<file path="src/rtl/wa_pkg.sv">
package wa_pkg;
   typedef enum logic [1:0] {
      WA_IDLE = 2'd0,
      WA_HUNT = 2'd1,
      WA_LOCK = 2'd2
   } wa_state_e;
endpackage

</file>
<file path="src/rtl/wa_window.sv">
// Holds the current word and the low bits of the previous one, forming a
// (2*WORD_W-1)-bit window; bit 0 is the most recently received bit.
module wa_window #(
   parameter int WORD_W = 16,
   localparam int WIN_W = 2 * WORD_W - 1
) (
   input  logic              clk,
   input  logic              rst,
   input  logic [WORD_W-1:0] din,
   output logic [WIN_W-1:0]  win
);
   logic [WORD_W-1:0] cur_q;
   logic [WORD_W-2:0] prev_q;

   always_ff @(posedge clk) begin
      if (rst) begin
         cur_q  <= '0;
         prev_q <= '0;
      end else begin
         cur_q  <= din;
         prev_q <= cur_q[WORD_W-2:0];
      end
   end

   assign win = {prev_q, cur_q};
endmodule

</file>
<file path="src/rtl/wa_match.sv">
// Compares every offset of the window against the pattern in parallel and
// reports the lowest matching offset.
module wa_match #(
   parameter int WORD_W = 16,
   parameter logic [WORD_W-1:0] PATTERN = 16'hF628,
   localparam int WIN_W = 2 * WORD_W - 1,
   localparam int OFF_W = $clog2(WORD_W)
) (
   input  logic [WIN_W-1:0]  win,
   output logic [WORD_W-1:0] hit,
   output logic              any_hit,
   output logic [OFF_W-1:0]  low_off
);
   for (genvar k = 0; k < WORD_W; k++) begin : g_cmp
      assign hit[k] = (win[k +: WORD_W] == PATTERN);
   end

   assign any_hit = |hit;

   always_comb begin
      low_off = '0;
      for (int k = WORD_W - 1; k >= 0; k--) begin
         if (hit[k]) low_off = OFF_W'(k);
      end
   end
endmodule

</file>
<file path="src/rtl/wa_slice.sv">
// Picks the aligned word out of the window; the variant is chosen by MUX_STYLE.
module wa_slice #(
   parameter int WORD_W = 16,
   parameter int MUX_STYLE = 0,
   localparam int WIN_W = 2 * WORD_W - 1,
   localparam int OFF_W = $clog2(WORD_W)
) (
   input  logic [WIN_W-1:0]  win,
   input  logic [OFF_W-1:0]  off,
   output logic [WORD_W-1:0] word
);
   if (MUX_STYLE == 0) begin : g_shift
      assign word = win[off +: WORD_W];
   end else begin : g_table
      logic [WORD_W-1:0] cand [WORD_W];
      for (genvar k = 0; k < WORD_W; k++) begin : g_cand
         assign cand[k] = win[k +: WORD_W];
      end
      assign word = cand[off];
   end
endmodule

</file>
<file path="src/rtl/wa_ctrl.sv">
// Edge detection, arming and lock bookkeeping; decides the offset and the
// status for the output stage in the current cycle.
module wa_ctrl
   import wa_pkg::*;
#(
   parameter int WORD_W = 16,
   localparam int OFF_W = $clog2(WORD_W)
) (
   input  logic              clk,
   input  logic              rst,
   input  logic              en,
   input  logic [WORD_W-1:0] hit,
   input  logic              any_hit,
   input  logic [OFF_W-1:0]  low_off,
   output logic [OFF_W-1:0]  sel_off,
   output logic              hit_now,
   output logic              sync_now
);
   wa_state_e        state_q;
   logic             en_q;
   logic [OFF_W-1:0] off_q;
   logic             rise;
   logic             take;
   logic             held;

   assign rise = en & ~en_q;
   assign take = (state_q == WA_HUNT) & any_hit & ~rise;
   assign held = (state_q == WA_LOCK) & ~rise;

   always_ff @(posedge clk) begin
      if (rst) begin
         state_q <= WA_IDLE;
         en_q    <= 1'b0;
         off_q   <= '0;
      end else begin
         en_q <= en;
         if (rise) begin
            state_q <= WA_HUNT;
         end else if (take) begin
            state_q <= WA_LOCK;
            off_q   <= low_off;
         end
      end
   end

   always_comb begin
      sel_off = '0;
      if (take)      sel_off = low_off;
      else if (held) sel_off = off_q;
   end

   assign hit_now  = take | (held & hit[off_q]);
   assign sync_now = take | held;
endmodule

</file>
<file path="src/rtl/wa_top.sv">
module wa_top #(
   parameter int WORD_W = 16,
   parameter logic [WORD_W-1:0] PATTERN = 16'hF628,
   parameter int MUX_STYLE = 0,
   localparam int BYTES = WORD_W / 8,
   localparam int WIN_W = 2 * WORD_W - 1,
   localparam int OFF_W = $clog2(WORD_W)
) (
   input  logic              clk,
   input  logic              rst,
   input  logic              align_en,
   input  logic [WORD_W-1:0] rx_word,
   output logic [WORD_W-1:0] aligned_word,
   output logic [BYTES-1:0]  pat_hit,
   output logic [BYTES-1:0]  lock_flags
);
   if (WORD_W < 16 || (WORD_W % 8) != 0) begin : g_bad_width
      $error("wa_top: WORD_W must be a multiple of 8 and at least 16");
   end
   if (MUX_STYLE != 0 && MUX_STYLE != 1) begin : g_bad_style
      $error("wa_top: MUX_STYLE must be 0 or 1");
   end

   logic [WIN_W-1:0]  win;
   logic [WORD_W-1:0] hit;
   logic              any_hit;
   logic [OFF_W-1:0]  low_off;
   logic [OFF_W-1:0]  sel_off;
   logic              hit_now;
   logic              sync_now;
   logic [WORD_W-1:0] word_c;

   wa_window #(.WORD_W(WORD_W)) u_win (
      .clk(clk), .rst(rst), .din(rx_word), .win(win)
   );

   wa_match #(.WORD_W(WORD_W), .PATTERN(PATTERN)) u_match (
      .win(win), .hit(hit), .any_hit(any_hit), .low_off(low_off)
   );

   wa_ctrl #(.WORD_W(WORD_W)) u_ctrl (
      .clk(clk), .rst(rst), .en(align_en), .hit(hit), .any_hit(any_hit),
      .low_off(low_off), .sel_off(sel_off), .hit_now(hit_now),
      .sync_now(sync_now)
   );

   wa_slice #(.WORD_W(WORD_W), .MUX_STYLE(MUX_STYLE)) u_slice (
      .win(win), .off(sel_off), .word(word_c)
   );

   always_ff @(posedge clk) begin
      if (rst) begin
         aligned_word <= '0;
         pat_hit      <= '0;
         lock_flags   <= '0;
      end else begin
         aligned_word <= word_c;
         pat_hit      <= {hit_now, {(BYTES-1){1'b0}}};
         lock_flags   <= {BYTES{sync_now}};
      end
   end
endmodule

</file>
<file path="config.mk">
export PLATFORM = sky130hd
export DESIGN_NAME = wa_top
export DESIGN_NICKNAME = d
export VERILOG_FILES = /design/src/rtl/wa_pkg.sv /design/src/rtl/wa_window.sv /design/src/rtl/wa_match.sv /design/src/rtl/wa_slice.sv /design/src/rtl/wa_ctrl.sv /design/src/rtl/wa_top.sv
export SDC_FILE = /design/constraint.sdc
export NUM_CORES = 1
export LEC_CHECK = 0
export ABC_AREA = 1
export CORE_ASPECT_RATIO = 1.5
export CORE_MARGIN = 2
export CORE_UTILIZATION = 50
export CTS_BUF_LIST = sky130_fd_sc_hd__clkbuf_16
export CTS_CLUSTER_DIAMETER = 120
export DETAILED_ROUTE_END_ITERATION = 7
export GPL_TIMING_DRIVEN = 0
export PLACE_DENSITY_LB_ADDON = 0.05
export SLEW_MARGIN = 10
export SYNTH_ARGS = -nofsm -noshare
export SYNTH_HDL_FRONTEND = slang
export SYNTH_SLANG_ARGS = --single-unit
</file>
<file path="constraint.sdc">
create_clock -name clk -period 2.6 [get_ports clk]
set_clock_uncertainty 0.05 [all_clocks]
set_input_delay 0.78 -clock clk [delete_from_list [all_inputs] [get_ports clk]]
set_output_delay 0.78 -clock clk [all_outputs]
set_load 0.02 [all_outputs]
</file>
Word-level counts from Yosys, hierarchy flattened
Cells that the tools add are included.

Flip-flop bits (word level): 57. Input bits: 19. Output and inout port bits: 20. Logic and storage cells: 65.

Order comparisons: 1. Eq/ne operators: 18. Shift-type cells: 1. Muxes and demuxes: 22. Bitwise operators: 9. Reduce and logical (&&, ||, !) cells: 4.

Operators with widths (number): 16-bit == test, second input constant (16); 4-bit 2-to-1 mux (18); 31-bit by 5-bit indexed part select with 16-bit output (1); 16-bit OR reduction (1); 1-bit bitwise AND (5); 4-bit by 5-bit < comparator with 1-bit output, second input constant (1); 1-bit binary-select mux with 4-bit select (1); 1-bit 2-to-1 mux (3); 2-bit by 1-bit == test with 1-bit output, second input constant (1); 2-bit == test, second input constant (1); 1-bit NOT (2); 1-bit OR (2); 2-bit AND reduction (1); 2-bit nonzero test (1); 2-bit OR reduction (1).

Logic depth before layout (Yosys ltp)
Word-level depth: 19. Depth in mapped cells: 21. Depth with buffers taken out: 20.

By module
From an unflattened synthesis, not the netlist that was laid out.

Cells, all modules: 683. Area total of the unflattened synthesis: 3968.8 um^2.

By module, submodules not included: wa_slice (times used 1, cells an instance 259, area an instance 1126.1 um^2, sequential area each 0.0 um^2); wa_match (times used 1, cells an instance 184, area an instance 918.4 um^2, sequential area each 0.0 um^2); wa_window (times used 1, cells an instance 96, area an instance 887.1 um^2, sequential area each 620.6 um^2); wa_top (times used 1, cells an instance 59, area an instance 540.5 um^2, sequential area each 360.3 um^2); wa_ctrl (times used 1, cells an instance 85, area an instance 496.7 um^2, sequential area each 140.1 um^2).

Worst setup path after synthesis
No wires, ideal clock.

Kind: in2reg. From: input align_en. To: register aligned_word[3]. Library setup time: 113 ps. Data arrival time: 2080 ps. Required time: 2437 ps. Slack: 357 ps. Stages: 12. Buffers on the path: 1. Cells stage by stage: inv_1 nor2_1 nor3_1 inv_1 nor2_1 o21bai_4 buf_4 nand3_1 nand3_1 nand3_1 nand2_1 nor2_1.

Longest elaborated chain between the ends: 6. Elaborated cells between the ends (all ways): 7. Those cells by class: shift: 1; mux: 2; bitwise: 4.

RTL lines: start: declaration (line wa_top.sv:11) `input logic align_en,`; 1-bit bitwise AND (*) (line wa_ctrl.sv:26) `assign rise = en & ~en_q;`; 1-bit NOT (*) (line wa_ctrl.sv:27, wa_ctrl.sv:28); 1-bit bitwise AND (line wa_ctrl.sv:28) `assign held = (state_q == WA_LOCK) & ~rise;`; 4-bit 2-to-1 mux (line wa_ctrl.sv:49) `else if (held) sel_off = off_q;`; 4-bit 2-to-1 mux (*) (line wa_ctrl.sv:48) `if (take) sel_off = low_off;`; 31-bit by 5-bit indexed part select with 16-bit output (*) (line wa_slice.sv:13) `assign word = win[off +: WORD_W];`; end signal: assignment (line wa_top.sv:57) `aligned_word <= word_c;`; end: declaration (line wa_top.sv:13) `output logic [WORD_W-1:0] aligned_word,`.

Every way passes the cells marked *; elsewhere a longest branch is shown, timed or not. A chain may end at the register's enable or synchronous reset.

Final worst setup path
From: register u_win.cur_q[14]. To: register aligned_word[8].

Longest elaborated chain between the ends: 18. Elaborated cells between the ends (all ways): 35. Those cells by class: eq/ne: 15; shift: 1; mux: 16; bitwise: 2; reduce/logical: 1.

RTL lines: start: declaration (line wa_window.sv:12) `logic [WORD_W-1:0] cur_q;`; start signal: assignment (line wa_window.sv:20) `cur_q <= din;`; 16-bit == test (line wa_match.sv:15) `assign hit[k] = (win[k +: WORD_W] == PATTERN);`; 4-bit 2-to-1 mux (15 in a row) (line wa_match.sv:23) `if (hit[k]) low_off = OFF_W'(k);`; 4-bit 2-to-1 mux (line wa_ctrl.sv:48); 31-bit by 5-bit indexed part select with 16-bit output (*) (line wa_slice.sv:13).

Marks and branches as above.

==> flow_summary_export.csv <==
group,metric,value,unit
final_layout,fin_util,0.709,
final_layout,synthToLayoutAreaGrowth,38.0,%
floorplanning,die_w,79.7,microns
synth,synthCells,758,
final_layout,fin_nets,866,
final_layout,antennaDiodeCount,0,
critical_path,worstSetupEndpointType,"register",
final_layout,drive_gt1_frac,0.262,
critical_path,crit_fanout,6,
timing,max_slew_margin,0.448,
clock_network,postCtsHoldBufs,0,
synth,yosysWarnings,0,
power,powerDensity,345,mW/mm^2
synth,synth-seq-cells,56,
synth,muxShareOfSynthArea,0,
critical_path,setup.worst_path.start_class,"register",
final_layout,layout.cells.non_filler,955,
placed_design,gp_congestion,1.08,
synth,synthSimpleGateAreaFrac,0.569,
timing,period_needed,2.71,ns
global_routing,overflow,0,
drt,routedWlPerCell,20.6,microns
placed_design,placed_area,0.00480,sq mm
clock_network,cts.sinks,56,
global_routing,grt_max_degree,18,
timing,setup_violations,15,
timing,setup_slack,-0.107,ns
synth,synth_top_family_by_area,"simple AND/OR/NAND/NOR gates",
flow_run,drv_cap,0,
critical_path,worstPathArrival,2.90,ns
global_routing,grt_pass1_vias,5436,
synth,avgSynthCellArea,5.67,sq um
status,status,"complete, but fails checks",
floorplanning,die_area,0.00937,sq mm
placed_design,dp_hpwl,13200,microns
power,power,2040,uW
floorplanning,fp.dieH,118,microns
drt,drc_errors,0,
drt,drt_iter0_markers,775,
clock_network,cts.clk_slew.worst_paths,0.08,ns
timing,hold_viol,0,
clock_network,worst_skew_pair.late_latency,0.31,ns
synth,yosys.area_share.adder,0,
synth,synth_area,0.00430,sq mm
clock_network,htreeDepth,2,
critical_path,path_class,"register to register",
timing,rsz0062_at_grt,"true",
power,ir_drop,0.284,mV
placed_design,port_buffers,37,
power,power.leakage,0.00257,uW
synth,synth_compound_area_frac,0.0515,
drt,first_pass_iters,8,
synth,yosysSeqAreaShare,0.261,
floorplanning,core_area,0.00836,sq mm
timing,tightest_slew,0.828,ns
clock_network,cts_tree,"yes",
timing,timing.final.crit_share,1.04,
drt,vias_per_cell,6.36,
placed_design,dp.cells,902,
timing,clock.fmax,369,MHz
global_routing,track_usage,0.396,
floorplanning,pin_count,39,
clock_network,cts_root_buffer,"clkbuf_16",
floorplanning,fp-row-count,41,
global_routing,grt_first_pass_wirelength,28600,microns
status,violations,"setup timing",
synth,syn-num-nets,777,
drt,drt_wl_total,19700,microns
floorplanning,initial_core_util,0.514,
synth,synth_xor_area_frac,0,
final_layout,fin_area,0.00593,sq mm
global_routing,antenna_found_initial,0,
min_path,min_path_type,"register to register",
drt,ant_nets,0,
timing,drv_slew,0,
drt,vias,6071,
critical_path,crit_required,2.79,ns
clock_network,clock_path_buffers,2,
clock_network,cts_buffers,5,
synth,synth_cell_type_count,34,
[registers in the layout (all words and copies together) (netlist names)]
name and cells:
u_ctrl.en_q 1, u_ctrl.off_q 4, lock_flags 1, pat_hit 1, u_win.cur_q 16, aligned_word 16
u_ctrl.state_q 2, u_win.prev_q 15
[worst paths after layout]
path,end,slack [ns],cells after the start,from
min,u_win.prev_q[0]$_SDFF_PP0_,0.45,2,u_win.cur_q[0]$_SDFF_PP0_
min reg2reg,u_win.prev_q[0]$_SDFF_PP0_,0.45,2,u_win.cur_q[0]$_SDFF_PP0_
max reg2reg,aligned_word[8]$_SDFF_PP0_,-0.11,16,u_win.cur_q[14]$_SDFF_PP0_
max,aligned_word[8]$_SDFF_PP0_,-0.11,16,u_win.cur_q[14]$_SDFF_PP0_
[stage by stage]
step / worst slack [ns] / hold slack [ns] / setup TNS, ns
after CTS: 0.00125 / 0.448 / 0
final: -0.107 / 0.446 / -0.765
after detailed placement: -0.627 / 0.438 / -7.97
after floorplan: 0.357 / 0.388 / 0
after global routing: -0.127 / 0.478 / -1.60
after global placement: -0.622 / 0.425 / -7.71
[synthesized netlist by cell type, drive strengths merged]
cell / instances / area share
nand2: 194 / 0.17
nand3: 177 / 0.21
nor2: 145 / 0.14
inv: 75 / 0.067
dfxtp: 56 / 0.26
buf: 30 / 0.044
a21oi: 21 / 0.024
nand4: 14 / 0.022
nor3: 12 / 0.014
nor4: 11 / 0.016
clkbuf: 6 / 0.0052
o211ai: 4 / 0.0070
o21ai: 3 / 0.0044
clkinv: 2 / 0.0017
o22ai: 2 / 0.0044
a211oi: 1 / 0.0017
a31oi: 1 / 0.0015
conb: 1 / 0.00087
o21a: 1 / 0.0017
o21bai: 1 / 0.0044
o311ai: 1 / 0.0020
[critical path: stages, from the launching register on]
cell      delay (ns)
dfxtp_2         0.33
buf_8           0.14
buf_4           0.14
nor2_4          0.13
nand2_2         0.10
nor2_4          0.13
nand2_1         0.10
nand2_2         0.10
nor2_4          0.05
nand4_2         0.11
nand3_4         0.15
o21bai_4        0.34
buf_4           0.23
nand3_1         0.14
nand3_1         0.14
nand3_1         0.10
a21oi_1         0.14
[cell families after synthesis]
family,Yosys count
other cells,1
compound gates,35
buf+inv,113
simple gates,553
flops,56
[cell usage in the layout (no fill, tap or decap), types with 4 or more instances in the layout]
cell / Yosys / routed
inv_2: 8 / 8
dfxtp_1: 56 / 38
buf_6: 2 / 17
o211ai_1: 4 / 4
nor2_2: 14 / 18
clkdlybuf4s50_1: 0 / 37
nor2_1: 130 / 105
nor3_1: 12 / 9
nand2_2: 2 / 14
dfxtp_2: 0 / 15
nand2_1: 192 / 178
nand3_2: 1 / 31
inv_4: 2 / 7
buf_4: 13 / 43
a21oi_1: 21 / 16
inv_1: 65 / 57
buf_2: 11 / 6
clkinvlp_4: 0 / 4
buf_1: 4 / 4
clkbuf_16: 0 / 6
buf_8: 0 / 4
nand4_1: 13 / 13
a21oi_2: 0 / 5
nand3_1: 175 / 144
nor2_4: 1 / 22
nor4_1: 11 / 8
[power by group]
group	switching (uW)	internal, uW	leakage [uW]
registers	40.3	893	0.000468
logic	250	148	0.00204
clock network	358	356	0.0000635
[timing repair]
action                     CTS  global route
gates cloned                 2             5
setup endpoints to repair   16            16
setup buffers               11            27
gates resized for setup     60           131
pin swaps                    7            35
[cell type report]
cell class	count	area, sq um
tap	107	134
clock inverter	3	18.8
buffer	36	309
timing repair buffer	82	747
inverter	77	332
sequential	56	1150
multi-input combinational	589	3110
clock buffer	5	125
fill	721	2430
[routing by layer]
| layer | vias up | GRT usage | part of all wire |
|---|---|---|---|
| met5 | - | 0 | 0 |
| met4 | 0 | 0.305 | 0.11 |
| met3 | 189 | 0.0974 | 0.10 |
| met2 | 521 | 0.646 | 0.47 |
| met1 | 2707 | 0.426 | 0.32 |
| li1 | 2654 | - | - |
Note: power is estimated with default switching activity, not from simulation.
